File: config.mk
export PLATFORM = sky130hd
export DESIGN_NAME = dma_seq_top
export DESIGN_NICKNAME = d
export VERILOG_FILES = /design/src/rtl/dma_seq_pkg.sv /design/src/rtl/dma_seq_arb.sv /design/src/rtl/dma_seq_store.sv /design/src/rtl/dma_seq_top.sv
export SDC_FILE = /design/constraint.sdc
export NUM_CORES = 1
export LEC_CHECK = 0
export BUFFER_PORTS_ARGS = -buffer_cell sky130_fd_sc_hd__buf_2
export CAP_MARGIN = 25
export CORE_UTILIZATION = 60
export CTS_CLUSTER_DIAMETER = 200
export DETAILED_ROUTE_END_ITERATION = 16
export PLACE_DENSITY_LB_ADDON = 0.2
export SLEW_MARGIN = 20
export SYNTH_ARGS = -nofsm -noshare
export SYNTH_HDL_FRONTEND = slang
export SYNTH_SLANG_ARGS = --single-unit
export TNS_END_PERCENT = 10
File: constraint.sdc
create_clock -name clk -period 7.2 [get_ports clk]
set_clock_uncertainty 0.15 [all_clocks]
set_input_delay 0 -clock clk [delete_from_list [all_inputs] [get_ports clk]]
set_output_delay 0 -clock clk [all_outputs]
set_load 0.01 [all_outputs]
File: src/rtl/dma_seq_pkg.sv
package dma_seq_pkg;
    localparam int TYPE_W = 3;
    localparam int EXP_W  = 4;

    typedef logic [TYPE_W-1:0] cyc_t;

    localparam cyc_t CY_INVALID  = 3'b000;
    localparam cyc_t CY_BASIC    = 3'b001;
    localparam cyc_t CY_AUTO     = 3'b010;
    localparam cyc_t CY_PINGPONG = 3'b011;

    typedef enum logic [1:0] {
        S_IDLE,
        S_MOVE,
        S_CHECK
    } seq_state_t;

    function automatic logic runnable(input cyc_t t);
        return (t != CY_INVALID) && !t[2];
    endfunction

    function automatic logic unsupported(input cyc_t t);
        return t[2];
    endfunction
endpackage

File: src/rtl/dma_seq_arb.sv
module dma_seq_arb #(
    parameter int NCH  = 4,
    parameter int CH_W = 2
) (
    input  logic [NCH-1:0]  pend,
    output logic            any,
    output logic [CH_W-1:0] idx
);
    always_comb begin
        any = |pend;
        idx = '0;
        for (int i = NCH - 1; i >= 0; i--) begin
            if (pend[i]) idx = CH_W'(i);
        end
    end
endmodule

File: src/rtl/dma_seq_store.sv
module dma_seq_store #(
    parameter int NCH    = 4,
    parameter int CH_W   = 2,
    parameter int WORD_W = 18
) (
    input  logic                       clk,
    input  logic                       rst_n,
    input  logic                       cfg_we,
    input  logic [CH_W-1:0]            cfg_ch,
    input  logic                       cfg_alt,
    input  logic [WORD_W-1:0]          cfg_word,
    input  logic                       upd_we,
    input  logic [CH_W-1:0]            upd_ch,
    input  logic                       upd_alt,
    input  logic [WORD_W-1:0]          upd_word,
    input  logic                       flip_we,
    input  logic [CH_W-1:0]            flip_ch,
    input  logic [CH_W-1:0]            rd_ch,
    input  logic                       rd_alt,
    output logic [WORD_W-1:0]          rd_word,
    output logic [NCH-1:0]             act_sel,
    output logic [NCH-1:0][WORD_W-1:0] act_word
);
    logic [NCH-1:0][WORD_W-1:0] pri_q;
    logic [NCH-1:0][WORD_W-1:0] alt_q;
    logic [NCH-1:0]             sel_q;

    for (genvar c = 0; c < NCH; c++) begin : g_chan
        always_ff @(posedge clk or negedge rst_n) begin
            if (!rst_n) begin
                pri_q[c] <= '0;
                alt_q[c] <= '0;
                sel_q[c] <= 1'b0;
            end else begin
                if (upd_we && upd_ch == CH_W'(c)) begin
                    if (upd_alt) alt_q[c] <= upd_word;
                    else         pri_q[c] <= upd_word;
                end
                if (cfg_we && cfg_ch == CH_W'(c)) begin
                    if (cfg_alt) alt_q[c] <= cfg_word;
                    else         pri_q[c] <= cfg_word;
                end
                if (flip_we && flip_ch == CH_W'(c)) sel_q[c] <= ~sel_q[c];
            end
        end
        assign act_word[c] = sel_q[c] ? alt_q[c] : pri_q[c];
    end

    assign act_sel = sel_q;
    assign rd_word = rd_alt ? alt_q[rd_ch] : pri_q[rd_ch];
endmodule

File: src/rtl/dma_seq_top.sv
module dma_seq_top
    import dma_seq_pkg::*;
#(
    parameter int NCH     = 4,
    parameter int CNT_W   = 11,
    parameter int MAX_EXP = 10,
    localparam int CH_W   = (NCH > 1) ? $clog2(NCH) : 1,
    localparam int WORD_W = CNT_W + EXP_W + TYPE_W
) (
    input  logic              clk,
    input  logic              rst_n,
    input  logic              cfg_we,
    input  logic [CH_W-1:0]   cfg_ch,
    input  logic              cfg_alt,
    input  logic [WORD_W-1:0] cfg_word,
    input  logic [CH_W-1:0]   rd_ch,
    input  logic              rd_alt,
    output logic [WORD_W-1:0] rd_word,
    input  logic [NCH-1:0]    req,
    output logic              xfer_req,
    output logic [CH_W-1:0]   xfer_ch,
    output logic              xfer_alt,
    input  logic              xfer_ack,
    output logic [NCH-1:0]    done,
    output logic [NCH-1:0]    err
);
    localparam int EXP_LO  = CNT_W;
    localparam int TYPE_LO = CNT_W + EXP_W;
    localparam int BEAT_W  = CNT_W + 1;

    seq_state_t                 state_q, state_d;
    logic [CH_W-1:0]            gch_q, gch_d;
    logic [BEAT_W-1:0]          beat_q, beat_d;
    logic [NCH-1:0]             req_lat_q, started_q, done_q, err_q;
    logic [NCH-1:0]             pend;
    logic [NCH-1:0]             act_sel;
    logic [NCH-1:0][WORD_W-1:0] act_word;
    logic                       arb_any;
    logic [CH_W-1:0]            arb_idx;
    logic                       upd_we, flip_we, cyc_end;
    logic [WORD_W-1:0]          upd_word, g_word;
    cyc_t                       g_type;
    logic [CNT_W-1:0]           g_cnt;

    function automatic logic [BEAT_W-1:0] burst_len(input logic [WORD_W-1:0] w);
        logic [EXP_W-1:0]  e;
        logic [BEAT_W-1:0] cap;
        logic [BEAT_W-1:0] cnt;
        e   = w[EXP_LO +: EXP_W];
        cap = (32'(e) > MAX_EXP) ? (BEAT_W'(1) << MAX_EXP) : (BEAT_W'(1) << e);
        cnt = {1'b0, w[CNT_W-1:0]};
        return (cnt < cap) ? cnt : cap;
    endfunction

    dma_seq_store #(.NCH(NCH), .CH_W(CH_W), .WORD_W(WORD_W)) u_store (
        .clk      (clk),
        .rst_n    (rst_n),
        .cfg_we   (cfg_we),
        .cfg_ch   (cfg_ch),
        .cfg_alt  (cfg_alt),
        .cfg_word (cfg_word),
        .upd_we   (upd_we),
        .upd_ch   (gch_q),
        .upd_alt  (act_sel[gch_q]),
        .upd_word (upd_word),
        .flip_we  (flip_we),
        .flip_ch  (gch_q),
        .rd_ch    (rd_ch),
        .rd_alt   (rd_alt),
        .rd_word  (rd_word),
        .act_sel  (act_sel),
        .act_word (act_word)
    );

    for (genvar c = 0; c < NCH; c++) begin : g_pend
        cyc_t ty;
        assign ty      = act_word[c][TYPE_LO +: TYPE_W];
        assign pend[c] = runnable(ty) &&
                         (req_lat_q[c] || req[c] || (started_q[c] && ty == CY_AUTO));
    end

    dma_seq_arb #(.NCH(NCH), .CH_W(CH_W)) u_arb (
        .pend (pend),
        .any  (arb_any),
        .idx  (arb_idx)
    );

    assign g_word = act_word[gch_q];
    assign g_type = g_word[TYPE_LO +: TYPE_W];
    assign g_cnt  = g_word[CNT_W-1:0];

    // next-state logic
    always_comb begin
        state_d = state_q;
        gch_d   = gch_q;
        beat_d  = beat_q;
        unique case (state_q)
            S_IDLE: begin
                if (arb_any) begin
                    state_d = S_MOVE;
                    gch_d   = arb_idx;
                    beat_d  = burst_len(act_word[arb_idx]);
                end
            end
            S_MOVE: begin
                if (beat_q == '0)  state_d = S_CHECK;
                else if (xfer_ack) beat_d  = beat_q - BEAT_W'(1);
            end
            S_CHECK: state_d = S_IDLE;
            default: state_d = S_IDLE;
        endcase
    end

    // state register
    always_ff @(posedge clk or negedge rst_n) begin
        if (!rst_n) begin
            state_q <= S_IDLE;
            gch_q   <= '0;
            beat_q  <= '0;
        end else begin
            state_q <= state_d;
            gch_q   <= gch_d;
            beat_q  <= beat_d;
        end
    end

    // outputs and write-back
    always_comb begin
        xfer_req = (state_q == S_MOVE) && (beat_q != '0);
        xfer_ch  = gch_q;
        xfer_alt = act_sel[gch_q];
        cyc_end  = (state_q == S_CHECK) && (g_cnt == '0);
        upd_we   = 1'b0;
        flip_we  = 1'b0;
        upd_word = g_word;
        if (xfer_req && xfer_ack) begin
            upd_we              = 1'b1;
            upd_word[CNT_W-1:0] = g_cnt - CNT_W'(1);
        end
        if (cyc_end) begin
            upd_we                        = 1'b1;
            upd_word[TYPE_LO +: TYPE_W]   = CY_INVALID;
            flip_we                       = (g_type == CY_PINGPONG);
        end
    end

    always_ff @(posedge clk or negedge rst_n) begin
        if (!rst_n) begin
            req_lat_q <= '0;
            started_q <= '0;
            done_q    <= '0;
            err_q     <= '0;
        end else begin
            done_q <= '0;
            if (cyc_end) done_q[gch_q] <= 1'b1;
            for (int c = 0; c < NCH; c++) begin
                err_q[c] <= req[c] && unsupported(act_word[c][TYPE_LO +: TYPE_W]);
                if (state_q == S_IDLE && arb_any && arb_idx == CH_W'(c)) begin
                    req_lat_q[c] <= 1'b0;
                    if (act_word[c][TYPE_LO +: TYPE_W] == CY_AUTO) started_q[c] <= 1'b1;
                end else begin
                    if (req[c] && runnable(act_word[c][TYPE_LO +: TYPE_W]))
                        req_lat_q[c] <= 1'b1;
                    if (cyc_end && gch_q == CH_W'(c)) started_q[c] <= 1'b0;
                end
            end
        end
    end

    assign done = done_q;
    assign err  = err_q;
endmodule

; Word level (Yosys, flattened, before mapping)
; Cells that the tools add are included.
[totals]
regBits = 180
inputBits = 32
[classes]
addsub = 2
order_cmp = 6
n_eq_ne = 24
shift = 1
n_mux = 88
n_bitwise = 4
reduce_logical = 85
[ops]
columns = op, n
row1 = two-way mux 18 bit, 40
row2 = binary-select mux 18 bit (select 2 bit), 4
row3 = two-way mux 12 bit, 5
row4 = logical AND 1 bit, 45
row5 = two-way mux 1 bit, 25
row6 = case mux 12 bit (2 select lines), 1
row7 = nonzero test 2 bit, 9
row8 = == test 3 x 2 -> 1 bit (second input constant), 5
row9 = two-way mux 15 bit, 1
row10 = == test 2 bit (second input constant), 7
row11 = logical NOT 12 bit, 1
row12 = < comparator 11 x 12 -> 1 bit, 1
row13 = two-way mux 2 bit, 6
row14 = AND reduction 2 bit, 6
row15 = nonzero test 12 bit, 1
row16 = nonzero test 3 bit, 4
row17 = left shift 1 x 4 -> 12 bit (first input constant), 1
row18 = subtractor 12 x 1 -> 12 bit (second input constant), 1
row19 = logical NOT 11 bit, 1
row20 = two-way mux 11 bit, 1
row21 = subtractor 11 x 1 -> 11 bit (second input constant), 1
row22 = != test 2 bit (second input constant), 5
row23 = < comparator 2 x 3 -> 1 bit (second input constant), 3
row24 = == test 2 x 1 -> 1 bit (second input constant), 4
row25 = 14 further kinds, 32

; Logic depth before layout (Yosys ltp)
[logic_depth]
word_depth = 17
mapped_depth = 19
mapped_depth_nobuf = 16

; Hierarchy
; From an unflattened synthesis, not the netlist that was laid out.
[hier_totals]
hier_cells = 1170
hier_area_um2 = 12416.9
[by_module_without_submodules]
columns = mod, n_inst, cells_per_inst, area_each_um2, seq_area_each_um2
row1 = dma_seq_store, 1, 832, 9077.5, 3703.6
row2 = dma_seq_top, 1, 331, 3304.4, 800.8
row3 = dma_seq_arb, 1, 7, 35.0, 0.0

; Worst setup path after synthesis
; No wires, ideal clock.
[synth_path]
path_type = reg2reg
startpoint = reg u_store.sel_q[3], in the netlist u_store.act_sel[3]
endpoint = reg beat_q[8]
setup_time_ns = 0.120
arrival_ns = 4.300
t_required_ns = 6.930
path_slack_ns = 2.630
path_stages_with_launch = 18
synth_period_minus_slack_ns = 4.570
path_cell_list = dfrtp_1 -> buf_6 -> mux2_4 -> a211o_1 -> a22oi_2 -> a31oi_4 -> o32ai_1 -> nor2b_1 -> nand2_1 -> ha_1 -> a21o_1 -> a21o_1 -> a21oi_1 -> o21ai_0 -> a221oi_1 -> nand3_1 -> o22a_1 -> o211a_1
[synth_between]
elab_chain_cells = 17
word_cells_on_any_way = 24
[synth_lines]
columns = item, line
row1 = from (decl), dma_seq_store.sv:26  ; logic [NCH-1:0] sel_q;
row2 = "from (signal, indexed assignment)", dma_seq_store.sv:43  ; if (flip_we && flip_ch == CH_W'(c)) sel_q[c] <= ~sel_q[c];
row3 = two-way mux 18 bit (*), dma_seq_store.sv:46  ; assign act_word[c] = sel_q[c] ? alt_q[c] : pri_q[c];
row4 = == test 3 x 2 -> 1 bit, dma_seq_top.sv:79  ; (req_lat_q[c] || req[c] || (started_q[c] && ty == CY_AUTO));
row5 = logical AND 1 bit, dma_seq_top.sv:79
row6 = logical OR 1 bit, dma_seq_top.sv:79
row7 = logical AND 1 bit, dma_seq_top.sv:78  ; assign pend[c] = runnable(ty) &&
row8 = two-way mux 2 bit (4 in a row), dma_seq_arb.sv:13  ; if (pend[i]) idx = CH_W'(i);
row9 = binary-select mux 18 bit (select 2 bit), dma_seq_top.sv:102  ; beat_d = burst_len(act_word[arb_idx]);
row10 = two-way mux 15 bit (not written as such), dma_seq_top.sv:102
row11 = greater-than comparator 4 bit or left shift 1 x 4 -> 12 bit (tied branches), dma_seq_top.sv:50  ; cap = (32'(e) > MAX_EXP) ? (BEAT_W'(1) << MAX_EXP) : (BEAT_W'(1) << e);
row12 = two-way mux 12 bit, dma_seq_top.sv:50
row13 = < comparator 11 x 12 -> 1 bit, dma_seq_top.sv:52  ; return (cnt < cap) ? cnt : cap;
row14 = two-way mux 12 bit, dma_seq_top.sv:52
row15 = two-way mux 12 bit, dma_seq_top.sv:99  ; if (arb_any) begin
row16 = case mux 12 bit (2 select lines), dma_seq_top.sv:97  ; unique case (state_q)
row17 = to (signal assigned), dma_seq_top.sv:123  ; beat_q <= beat_d;
row18 = to (decl), dma_seq_top.sv:33  ; logic [BEAT_W-1:0] beat_q, beat_d;
; Mark *: on every way between the ends. The rest lies on a longest branch, timed or not. The select of a mux whose other input is x is not followed.
; A chain may end at the register's enable or synchronous reset.

; Worst setup path after layout
; Ends and elaborated chain as after synthesis.

==> results.py <==
metrics = {
    "status": {
        "status": "finished, final reports clean",
    },
    "critical_path": {
        "r2r_cells": 17,
        "slowest_delay_ns": 0.89,
        "r2r_end": "beat_q[8]",
        "path_max_fanout": 27,
        "cp-start-kind": "flop",
        "critPathMostFrequentCell": "a21o_1",
        "cp.required_ns": 7.38,
        "path_class": "reg -> reg",
        "r2r-start": "u_store.act_sel[3]",
        "r2r_slack_ns": 1.51,
        "slowest_stage": "a221oi_1",
        "arrival_ns": 5.87,
        "end_kind": "flop",
        "critical_path.cell_chain": "buf_4, mux2_4, a211o_1, a22oi_2, a31oi_4, o32ai_1, nor2b_1, nand2_1, ha_1, a21o_1, a21o_1, a21oi_1, o21ai_0, a221oi_1, nand3_1, o22a_1, o211a_1",
    },
    "cts": {
        "post_cts_buffers": 0,
        "htree_levels": 4,
        "cts_root_buf": "clkbuf_16",
        "clock-sinks": 180,
        "cts_buffers": 17,
        "clk_latency_ns": 0.45,
        "hold_buffers": 25,
        "cts_resized": 0,
        "cts_tree": "done",
        "cts_buffer_depth": 2,
        "clk_pin_slew_ns": 0.07,
    },
    "timing": {
        "period_share": 0.7908,
        "setup_viol_count_final": 0,
        "finalSetupTns_ns": 0,
        "rsz0062_at_grt": "false",
        "fmax_ghz": 0.1756,
        "slew_viol_final": 0,
        "worst_pin_slew_ns": 1.071,
        "timing_hold_violations_final": 0,
        "min_period_ns": 5.694,
        "relSlewSlack": 0.2860,
    },
    "global_routing": {
        "antenna_found_initial": 0,
        "grt_use_total": 0.3843,
        "grt_pass1_wl_um": 58800,
        "grt_pass1_vias": 10000,
        "grt_max_degree": 66,
        "grt_overflow": 0,
    },
    "power": {
        "seqPwrFrac": 0.263,
        "leakage_nw": 5.610,
        "finalPower_mw": 6.403,
        "clkPwrFrac": 0.150,
        "pwr-share-comb": 0.587,
        "switching_share": 0.4902,
        "p_switching_mw": 3.138,
        "power_density_nw_per_um2": 474.7,
        "max-vdd-ir-drop_mv": 0.3067,
        "p_int_mw": 3.264,
    },
    "worst_hold_path": {
        "hp-class": "in -> reg",
        "holdPathEnd": "beat_q[1]",
        "hold_start": "xfer_ack",
        "min_path_cells": 5,
    },
    "routing": {
        "via_per_inst": 6.892,
        "wl_per_cell_um": 25.04,
        "drt_iter0_drc": 1201,
        "ant_nets": 0,
        "wl_um": 38570,
        "vias": 10610,
        "drt_first_pass_iters": 6,
        "route.detailed.drc": 0,
    },
    "synth": {
        "syn_inst": 1219,
        "syn-num-nets": 1263,
        "synth-seq-cells": 180,
        "synth_ff_type": "dfrtp_1",
        "synthTopCellsByArea": "dfrtp_1, mux2i_1, mux4_2, mux2_2, a21oi_1",
        "yosysSeqAreaShare": 0.3704,
        "synth_edf_count": 0,
        "synth_warnings": 0,
        "ys_types": 78,
        "syn_area_per_cell_um2": 9.977,
        "yosys.area.top_type": "dfrtp_1",
        "synth-async-reset-ratio": 1.000,
        "synthDominantCellAreaShare": 0.3704,
        "syn-cell-area_um2": 12160,
    },
    "run": {
        "max_cap_viol_count": 0,
    },
    "final_layout": {
        "synthToLayoutAreaGrowth_pct": 10.91,
        "num_antenna_cells": 0,
        "final_nets": 1306,
        "drive_gt1_frac": 0.2149,
    },
    "die": {
        "die_w_um": 144.4,
        "dieArea_um2": 20840,
        "die_h_um": 144.4,
        "fp-row-count": 51,
        "coreArea_um2": 19650,
        "io_pins": 62,
        "start_util": 0.6188,
    },
    "placed_design": {
        "io_buffer_count": 61,
        "gp_congestion": 1.019,
        "dp_hpwl_um": 26280,
    },
}
==> cells in the final DEF, fill, tap and decap left out, types with 10 or more instances in the layout <==
cell / instances
nor2b_1: 12
nor3_1: 30
dfrtp_1: 180
nand3_1: 21
inv_1: 11
nand2_1: 99
nand4_1: 11
mux4_2: 49
nor2_1: 123
a21oi_1: 117
buf_2: 60
mux2i_1: 146
dlygate4sd3_1: 24
a221oi_1: 13
mux2_2: 67
o21ai_0: 70
buf_4: 26
o22ai_1: 10
clkbuf_16: 17
ha_1: 12
==> cell type report <==
| type | count | area [um2] |
|---|---|---|
| multi-input cells | 936 | 7213 |
| clock inverters | 15 | 160.2 |
| inverters | 12 | 45.04 |
| flip-flops and latches | 180 | 4504 |
| fillers | 1586 | 6166 |
| repair buffers | 115 | 808.3 |
| well taps | 265 | 331.6 |
| clock buffers | 17 | 425.4 |
==> metal layers <==
layer,vias up,global-route usage,share of wire
met1,5190,0.5486,0.42
li1,4647,-,-
met4,0,0.1330,0.031
met2,666,0.5863,0.46
met5,-,0,0
met3,110,0.07252,0.094
==> metrics by stage <==
stage	setup WS [ns]	std cells	instance area, um2	utilization	hold slack (ns)
after floorplan	2.630	1219	12160	-	-0.4456
after global placement	1.627	1480	12600	0.6409	-0.1375
after detailed placement	1.563	1481	12610	0.6416	-0.1394
after CTS	1.538	1538	13460	0.6847	0.02744
after global routing	1.201	1540	13490	0.6863	0.08318
final	1.506	1540	13490	0.6863	0.03763
==> power groups by stage <==
stage	logic (mW)	clock network, mW	registers (mW)
after global placement	3.58	0	1.66
after CTS	3.67	0.963	1.66
after global routing	4.04	1.00	1.71
after detailed placement	3.62	0	1.68
after floorplan	2.72	0	1.55
final	3.76	0.960	1.68
==> critical path, delay by kind of cell, from the launching register on <==
family,cells,cell delay [ns]
AND/OR/NAND/NOR,3,0.72
AO/OA/AOI/OAI,11,3.32
buffers and inverters,1,0.40
flip-flops,1,0.33
multiplexers,1,0.35
adder cells (fa/ha/maj),1,0.31
==> logic make-up (layout without fill, tap and decap cells) <==
| logic type | Yosys count | in the layout | share of synthesized area |
|---|---|---|---|
| flops | 180 | 180 | 0.3704 |
| xor+xnor | 15 | 15 | 0.01080 |
| buf+inv | 103 | 159 | 0.03858 |
| compound gates | 299 | 299 | 0.1588 |
| mux | 267 | 267 | 0.2796 |
| fa+ha+maj | 12 | 12 | 0.01235 |
| simple gates | 343 | 343 | 0.1294 |
==> Yosys cell counts (4+ instances only) <==
cell type	instances
a21o_1	4
o22ai_1	10
a21oi_1	117
xor2_1	8
o32a_1	4
a2111oi_0	7
o31ai_1	6
or3_1	5
buf_1	18
a221oi_1	13
nand4_1	11
o211ai_1	8
inv_1	11
dfrtp_1	180
o21ai_0	70
clkbuf_1	45
xnor2_1	7
buf_2	18
mux2_2	67
nor3b_1	5
nand3_1	21
ha_1	12
nor4_1	6
nor3_1	32
nand2b_1	7
buf_4	4
nand4b_1	4
buf_6	6
nand2_1	99
a211o_1	5
o21a_1	6
mux2i_1	146
a31oi_1	5
nor2b_1	12
nor2_1	123
mux4_2	49
==> how the worst max path moves through the flow <==
stage | end | from | depth (start not counted)
final | beat_q[8] | u_store.act_sel[3] | 17
after detailed placement | beat_q[8] | u_store.act_sel[2] | 14
after global placement | beat_q[8] | u_store.act_sel[3] | 17
after floorplan | beat_q[8] | u_store.act_sel[3] | 17
after global routing | beat_q[8] | u_store.act_sel[3] | 17
after CTS | beat_q[8] | u_store.act_sel[2] | 14
==> state kept, by name (all words and copies together), names as in the netlist <==
| signal | flops |
|---|---|
| state_q | 2 |
| req_lat_q | 4 |
| xfer_ch | 2 |
| u_store.pri_q | 72 |
| done | 4 |
| u_store.alt_q | 72 |
| beat_q | 12 |
| err | 4 |
| u_store.act_sel | 4 |
| started_q | 4 |
Power figures use the tool's default switching activity.
